$ cat src/rtl/ow_rom_pkg.sv
package ow_rom_pkg;
  localparam int FAM_W = 8;
  localparam int SER_W = 48;
  localparam int CRC_W = 8;
  localparam int BODY_W = FAM_W + SER_W;
  localparam int ID_W = BODY_W + CRC_W;
  localparam int CMD_W = 8;
  localparam logic [CRC_W-1:0] CRC_REFLECTED = 8'h8C;

  localparam logic [CMD_W-1:0] CODE_READ    = 8'h33;
  localparam logic [CMD_W-1:0] CODE_MATCH   = 8'h55;
  localparam logic [CMD_W-1:0] CODE_SEARCH  = 8'hF0;
  localparam logic [CMD_W-1:0] CODE_SKIP    = 8'hCC;
  localparam logic [CMD_W-1:0] CODE_ISEARCH = 8'hEC;

  typedef enum logic [2:0] {
    ST_CMD, ST_READ, ST_MATCH, ST_SEARCH, ST_GRANT, ST_WAIT
  } romState_t;

  typedef struct packed {
    logic clrAll;
    logic cmdShift;
    logic idxInc;
    logic phaseInc;
    logic phaseClr;
  } dpCtl_t;

  function automatic logic [CRC_W-1:0] crcBits(input logic [ID_W-1:0] data, input int count);
    logic [CRC_W-1:0] reg8;
    logic fb;
    reg8 = '0;
    for (int i = 0; i < ID_W; i++) begin
      if (i < count) begin
        fb = reg8[0] ^ data[i];
        reg8 = reg8 >> 1;
        if (fb) reg8 = reg8 ^ CRC_REFLECTED;
      end
    end
    return reg8;
  endfunction
endpackage

$ cat src/rtl/ow_rom_idpath.sv
module ow_rom_idpath
  import ow_rom_pkg::*;
#(
  parameter logic [FAM_W-1:0] FAMILY_CODE = 8'h2D,
  parameter logic [SER_W-1:0] SERIAL_NUM  = 48'h00A1_B2C3_D4E5
) (
  input  logic             clk,
  input  logic             rstN,
  input  dpCtl_t           ctl,
  input  logic             bitValue,
  output logic             idBit,
  output logic             idxLast,
  output logic [1:0]       phase,
  output logic             cmdLast,
  output logic [CMD_W-1:0] cmdNext
);
  localparam int IDX_W = $clog2(ID_W);
  localparam int CNT_W = $clog2(CMD_W + 1);
  localparam logic [BODY_W-1:0] BODY = {SERIAL_NUM, FAMILY_CODE};
  localparam logic [CRC_W-1:0] ID_CRC = crcBits(ID_W'(BODY), BODY_W);
  localparam logic [ID_W-1:0] IDENT = {ID_CRC, BODY};

  logic [IDX_W-1:0] idx;
  logic [CMD_W-1:0] cmdSr;
  logic [CNT_W-1:0] cmdCnt;

  assign idBit   = IDENT[idx];
  assign idxLast = (idx == IDX_W'(ID_W - 1));
  assign cmdLast = (cmdCnt == CNT_W'(CMD_W - 1));
  assign cmdNext = {bitValue, cmdSr[CMD_W-1:1]};

  always_ff @(posedge clk or negedge rstN) begin
    if (!rstN) begin
      idx    <= '0;
      phase  <= '0;
      cmdSr  <= '0;
      cmdCnt <= '0;
    end else if (ctl.clrAll) begin
      idx    <= '0;
      phase  <= '0;
      cmdSr  <= '0;
      cmdCnt <= '0;
    end else begin
      if (ctl.cmdShift) begin
        cmdSr  <= cmdNext;
        cmdCnt <= cmdCnt + 1'b1;
      end
      if (ctl.idxInc) idx <= idx + 1'b1;
      if (ctl.phaseClr) phase <= '0;
      else if (ctl.phaseInc) phase <= phase + 1'b1;
    end
  end

  initial begin
    AST_ID_CRC: assert (crcBits(IDENT, ID_W) == '0);
  end

  AST_PHASE_BOUND: assert property (@(posedge clk) disable iff (!rstN)
    phase != 2'd3);
endmodule

$ cat src/rtl/ow_rom_fsm.sv
module ow_rom_fsm
  import ow_rom_pkg::*;
(
  input  logic             clk,
  input  logic             rstN,
  input  logic             resetStrobe,
  input  logic             bitValid,
  input  logic             bitValue,
  input  logic             readReq,
  input  logic             irqPending,
  input  logic             idBit,
  input  logic             idxLast,
  input  logic [1:0]       phase,
  input  logic             cmdLast,
  input  logic [CMD_W-1:0] cmdNext,
  output dpCtl_t           ctl,
  output logic             txBit,
  output logic             grant
);
  romState_t state, nxt;

  always_comb begin
    ctl = '0;
    nxt = state;
    if (resetStrobe) begin
      ctl.clrAll = 1'b1;
      nxt = ST_CMD;
    end else begin
      unique case (state)
        ST_CMD: if (bitValid) begin
          ctl.cmdShift = 1'b1;
          if (cmdLast) begin
            unique case (cmdNext)
              CODE_READ:    nxt = ST_READ;
              CODE_MATCH:   nxt = ST_MATCH;
              CODE_SEARCH:  nxt = ST_SEARCH;
              CODE_ISEARCH: nxt = irqPending ? ST_SEARCH : ST_WAIT;
              CODE_SKIP:    nxt = ST_GRANT;
              default:      nxt = ST_WAIT;
            endcase
          end
        end
        ST_READ: if (readReq) begin
          if (idxLast) nxt = ST_GRANT;
          else ctl.idxInc = 1'b1;
        end
        ST_MATCH: if (bitValid) begin
          if (bitValue != idBit) nxt = ST_WAIT;
          else if (idxLast) nxt = ST_GRANT;
          else ctl.idxInc = 1'b1;
        end
        ST_SEARCH: begin
          if (phase != 2'd2) begin
            if (readReq) ctl.phaseInc = 1'b1;
          end else if (bitValid) begin
            if (bitValue != idBit) nxt = ST_WAIT;
            else begin
              ctl.phaseClr = 1'b1;
              if (idxLast) nxt = ST_GRANT;
              else ctl.idxInc = 1'b1;
            end
          end
        end
        default: ;
      endcase
    end
  end

  always_comb begin
    txBit = 1'b1;
    if (state == ST_READ) txBit = idBit;
    else if (state == ST_SEARCH && phase == 2'd0) txBit = idBit;
    else if (state == ST_SEARCH && phase == 2'd1) txBit = ~idBit;
  end

  assign grant = (state == ST_GRANT);

  always_ff @(posedge clk or negedge rstN) begin
    if (!rstN) state <= ST_CMD;
    else state <= nxt;
  end

  AST_RESET_RETURN: assert property (@(posedge clk) disable iff (!rstN)
    resetStrobe |=> (state == ST_CMD && !grant));
  AST_WAIT_HOLD: assert property (@(posedge clk) disable iff (!rstN)
    (state == ST_WAIT && !resetStrobe) |=> (state == ST_WAIT && txBit && !grant));
  AST_GRANT_HOLD: assert property (@(posedge clk) disable iff (!rstN)
    (grant && !resetStrobe) |=> grant);
  AST_GRANT_ENTRY: assert property (@(posedge clk) disable iff (!rstN)
    $rose(grant) |-> $past(state) != ST_WAIT);
  AST_READ_PAIR: assert property (@(posedge clk) disable iff (!rstN)
    (state == ST_SEARCH && phase == 2'd1 && !resetStrobe) |=>
      (state == ST_SEARCH && phase != 2'd0));
endmodule

$ cat src/rtl/ow_rom_layer.sv
module ow_rom_layer
  import ow_rom_pkg::*;
#(
  parameter logic [FAM_W-1:0] FAMILY_CODE = 8'h2D,
  parameter logic [SER_W-1:0] SERIAL_NUM  = 48'h00A1_B2C3_D4E5
) (
  input  logic clk,
  input  logic rstN,
  input  logic resetStrobe,
  input  logic bitValid,
  input  logic bitValue,
  input  logic readReq,
  input  logic irqPending,
  output logic txBit,
  output logic grant
);
  dpCtl_t ctl;
  logic idBit, idxLast, cmdLast;
  logic [1:0] phase;
  logic [CMD_W-1:0] cmdNext;

  ow_rom_idpath #(.FAMILY_CODE(FAMILY_CODE), .SERIAL_NUM(SERIAL_NUM)) uPath (
    .clk(clk), .rstN(rstN), .ctl(ctl), .bitValue(bitValue),
    .idBit(idBit), .idxLast(idxLast), .phase(phase),
    .cmdLast(cmdLast), .cmdNext(cmdNext)
  );

  ow_rom_fsm uCtl (
    .clk(clk), .rstN(rstN), .resetStrobe(resetStrobe),
    .bitValid(bitValid), .bitValue(bitValue), .readReq(readReq),
    .irqPending(irqPending), .idBit(idBit), .idxLast(idxLast),
    .phase(phase), .cmdLast(cmdLast), .cmdNext(cmdNext),
    .ctl(ctl), .txBit(txBit), .grant(grant)
  );
endmodule

$ cat config.mk
export PLATFORM = sky130hd
export DESIGN_NAME = ow_rom_layer
export DESIGN_NICKNAME = d
export VERILOG_FILES = /design/src/rtl/ow_rom_pkg.sv /design/src/rtl/ow_rom_idpath.sv /design/src/rtl/ow_rom_fsm.sv /design/src/rtl/ow_rom_layer.sv
export SDC_FILE = /design/constraint.sdc
export NUM_CORES = 1
export LEC_CHECK = 0
export BUFFER_PORTS_ARGS = -buffer_cell sky130_fd_sc_hd__buf_2
export CAP_MARGIN = 20
export CORE_MARGIN = 4
export CORE_UTILIZATION = 35
export DETAILED_ROUTE_END_ITERATION = 6
export PLACE_DENSITY = 0.54
export SLEW_MARGIN = 40
export SYNTH_ARGS = -nofsm -noshare
export SYNTH_HDL_FRONTEND = slang
export SYNTH_SLANG_ARGS = --single-unit
$ cat constraint.sdc
create_clock -name clk -period 4.3 [get_ports clk]
set_clock_uncertainty 0.1 [all_clocks]
set_input_delay 0 -clock clk [delete_from_list [all_inputs] [get_ports clk]]
set_output_delay 0 -clock clk [all_outputs]
set_load 0.01 [all_outputs]
==> run metrics <==
root buffer cell=clkbuf_8; Post-Syn Instances=207; core area=0.00482 mm^2; initial antenna violation count=0; Post-Route WL=approximately 3700 um; Cell Chain, Critical Path=ha_1 > nand2b_1 > and3_1 > a221oi_2 > a31oi_1 > a2111oi_4 > mux2_1; YS warnings=0; Area Overhead vs Synth=8.53%; number of H-tree levels=1; Syn Area/Cell=8.58 um^2; most common cell after layout, fill and taps aside=nand2_1; Rows=25; WP data required=about 4400 ps; CP peak stage delay=between 500 and 600 ps; Crit Path Max Fanout=12; Die ar.=0.00628 mm^2; hold path endpoint=uPath.phase[0]$_DFFE_PN0P_; layout cells sized above 1=0.108; Slew @ Worst Pin=between 600 and 700 ps; RSZ-0062 raised after global routing=no; pwr/cell area=204 mW/mm^2; sequential area share after synthesis=0.310; fill count=519; Die Ht=79.2 um; Crit Reg-Reg Endpoint=uPath.idx[5]$_DFFE_PN0P_; critical register-to-register path startpoint=uPath.idx[2]$_DFFE_PN0P_; # Post-CTS Setup Buffers=0; CTS tree=done; Worst path slowest cell=dfrtp_1; commonest cells after routing, fill and taps aside=nand2_1, dfrtp_1, a21oi_1; fin crit share=0.646; detailed-route DRC error count=0; vias per inst=between 5 and 6; DR WL/cell=about 13 um; Peak Freq=0.360 GHz; Clock Latency Late Sink=260 ps; outcome=finished, final reports clean; Detailed Routing Iterations Pass 1=4; critical path class=flip-flop to flip-flop; number of buffers created by CTS=3; Slew Limit Fails=0; first-pass GRT wire length=6330 um; Cell Area, Synth=roughly 0.0018 mm^2; register area=about 550 um^2; CTS clk-pin slew, worst paths=~90 ps; vias in the first global route=1319; DRT iter0 DRCs=92; minimum clock period=2780 ps; ANT cells=0; startpoint types=flip-flop; syn nets=approximately 230; final net count=roughly 230; largest net degree at the start of global routing=28; initial core utilization=0.369; element type at the critical path end=flip-flop; Ports=9; Routed Antenna Nets=0; slew margin rel.=0.553; number of synthesized flops with an enable pin=0; total grt overflow=0; flops & latches, synth=22; Fin. Hold Viols=0; Reg2Reg Depth=7; flop-to-flop setup slack=1520 ps; Multi-input gate area=~0.0012 mm^2; Post-Place Worst Slack=1540 ps; ys flop type=dfrtp_1; Final WS setup=~1500 ps; Worst VDD drop=227 uV; Cell variety after synth=54; DR vias=1485; Die Wd=79.2 um; total track usage=0.124; dpl hpwl=2750 um; leakage=0.749 nW; Max-Cap Viols=0; setup_tns=0 ps; IO Port Bufs=8; hold depth=3; HP Class=primary input to flip-flop; Post-synth ARST share=1.00; final setup violating endpoints=0; worst-case clock buffer depth=2; Routability Congestion=0.788; clock tree sinks=22; number of gates resized after cts=0; Worst Min Path Start=bitValid; critical path arrival=approximately 2800 ps
-- synthesized netlist by cell type (all sizes together), types with 2 or more instances --
cell	n	area, um^2
a211oi	2	20.0
a21oi	17	85.1
a311oi	2	17.5
a31o	2	17.5
a31oi	2	12.5
and3	6	37.5
buf	5	32.5
clkbuf	4	15.0
dfrtp	22	551
ha	12	150
inv	7	26.3
mux2	6	67.6
mux2i	3	30.0
nand2	35	131
nand2b	4	25.0
nand3	4	20.0
nand3b	2	15.0
nand4	4	25.0
nor2	16	62.6
nor2b	11	76.3
nor3	6	30.0
nor4b	2	17.5
nor4bb	2	20.0
o211ai	2	15.0
o21ai	3	15.0
o221ai	2	17.5
or4bb	3	33.8
xnor2	2	17.5
xor2	2	17.5
-- cells by family after synthesis --
family	after synthesis	synth area share
fa+ha+maj	12	0.0846
compound gates	43	0.181
buf+inv	16	0.0416
flops	22	0.310
xor+xnor	4	0.0197
mux	9	0.0550
simple gates	101	0.308
-- metal layers --
metal  share of wire  GRT usage  wire (um)
met1            0.52      0.186       1920
met2            0.43      0.189       1600
met3           0.047     0.0238        176
met4          0.0073     0.0155         27
met5               0          0          0
-- critical path, delay by kind of cell (launching register included) --
kind | cells | cell delay [ps]
flip-flops | 1 | 560
multiplexers | 1 | 340
adder cells (fa/ha/maj) | 1 | 330
AND/OR/NAND/NOR | 2 | 400
AO/OA/AOI/OAI | 3 | 940
-- area by class of cell --
| cell class | instances | share of cell area |
|---|---|---|
| Timing Repair Buffer | 10 | 0.0312 |
| Inverter | 7 | 0.0136 |
| Clock buffer | 4 | 0.0286 |
| Tap cell | 67 | 0.0435 |
| Sequential cell | 22 | 0.286 |
| Multi-Input combinational cell | 169 | 0.597 |
-- stage by stage --
| step | instances | total power, mW | hold WS (ps) | instance area, um^2 | utilization |
|---|---|---|---|---|---|
| 2_1_floorplan | 207 | 0.232 | -396 | 1780 | - |
| 3_3_place_gp | 273 | 0.244 | -102 | 1850 | 0.384 |
| 3_5_place_dp | 273 | 0.245 | -97.8 | 1850 | 0.384 |
| 4_1_cts | 279 | 0.397 | 63.4 | 1930 | 0.400 |
| 5_1_grt | 279 | 0.411 | 104 | 1930 | 0.400 |
| 6_report | 279 | 0.392 | 72.9 | 1930 | 0.400 |
-- registers in the layout, indices dropped and copies added, names as in the netlist --
signal	cells
uCtl.state	3
uPath.idx	6
uPath.phase	2
uPath.cmdCnt	4
uPath.cmdSr	7
-- worst max path at each step --
stage,from,endpoint,slack (ps),depth (start not counted)
4_1_cts,uPath.idx[2]$_DFFE_PN0P_,uPath.idx[5]$_DFFE_PN0P_,1520,7
3_5_place_dp,uPath.idx[2]$_DFFE_PN0P_,uPath.idx[5]$_DFFE_PN0P_,1540,7
2_1_floorplan,uPath.idx[1]$_DFFE_PN0P_,uPath.idx[5]$_DFFE_PN0P_,1790,7
5_1_grt,uPath.idx[2]$_DFFE_PN0P_,uPath.idx[5]$_DFFE_PN0P_,1320,7
3_3_place_gp,uPath.idx[2]$_DFFE_PN0P_,uPath.idx[5]$_DFFE_PN0P_,1540,7
6_report,uPath.idx[2]$_DFFE_PN0P_,uPath.idx[5]$_DFFE_PN0P_,1520,7
-- report_power, final --
group | total (mW) | switching (mW) | internal [mW]
clock network | 0.151 | 0.0692 | 0.0816
logic | 0.0288 | 0.0192 | 0.00959
registers | 0.213 | 0.00308 | 0.210
total | 0.392 | 0.0915 | 0.301
-- timing repair --
item,4_1_cts,5_1_grt
hold endpoints to repair,23,0
setup endpoints to repair,0,0
hold buffers,2,0
Note: power is estimated with default switching activity, not from simulation.
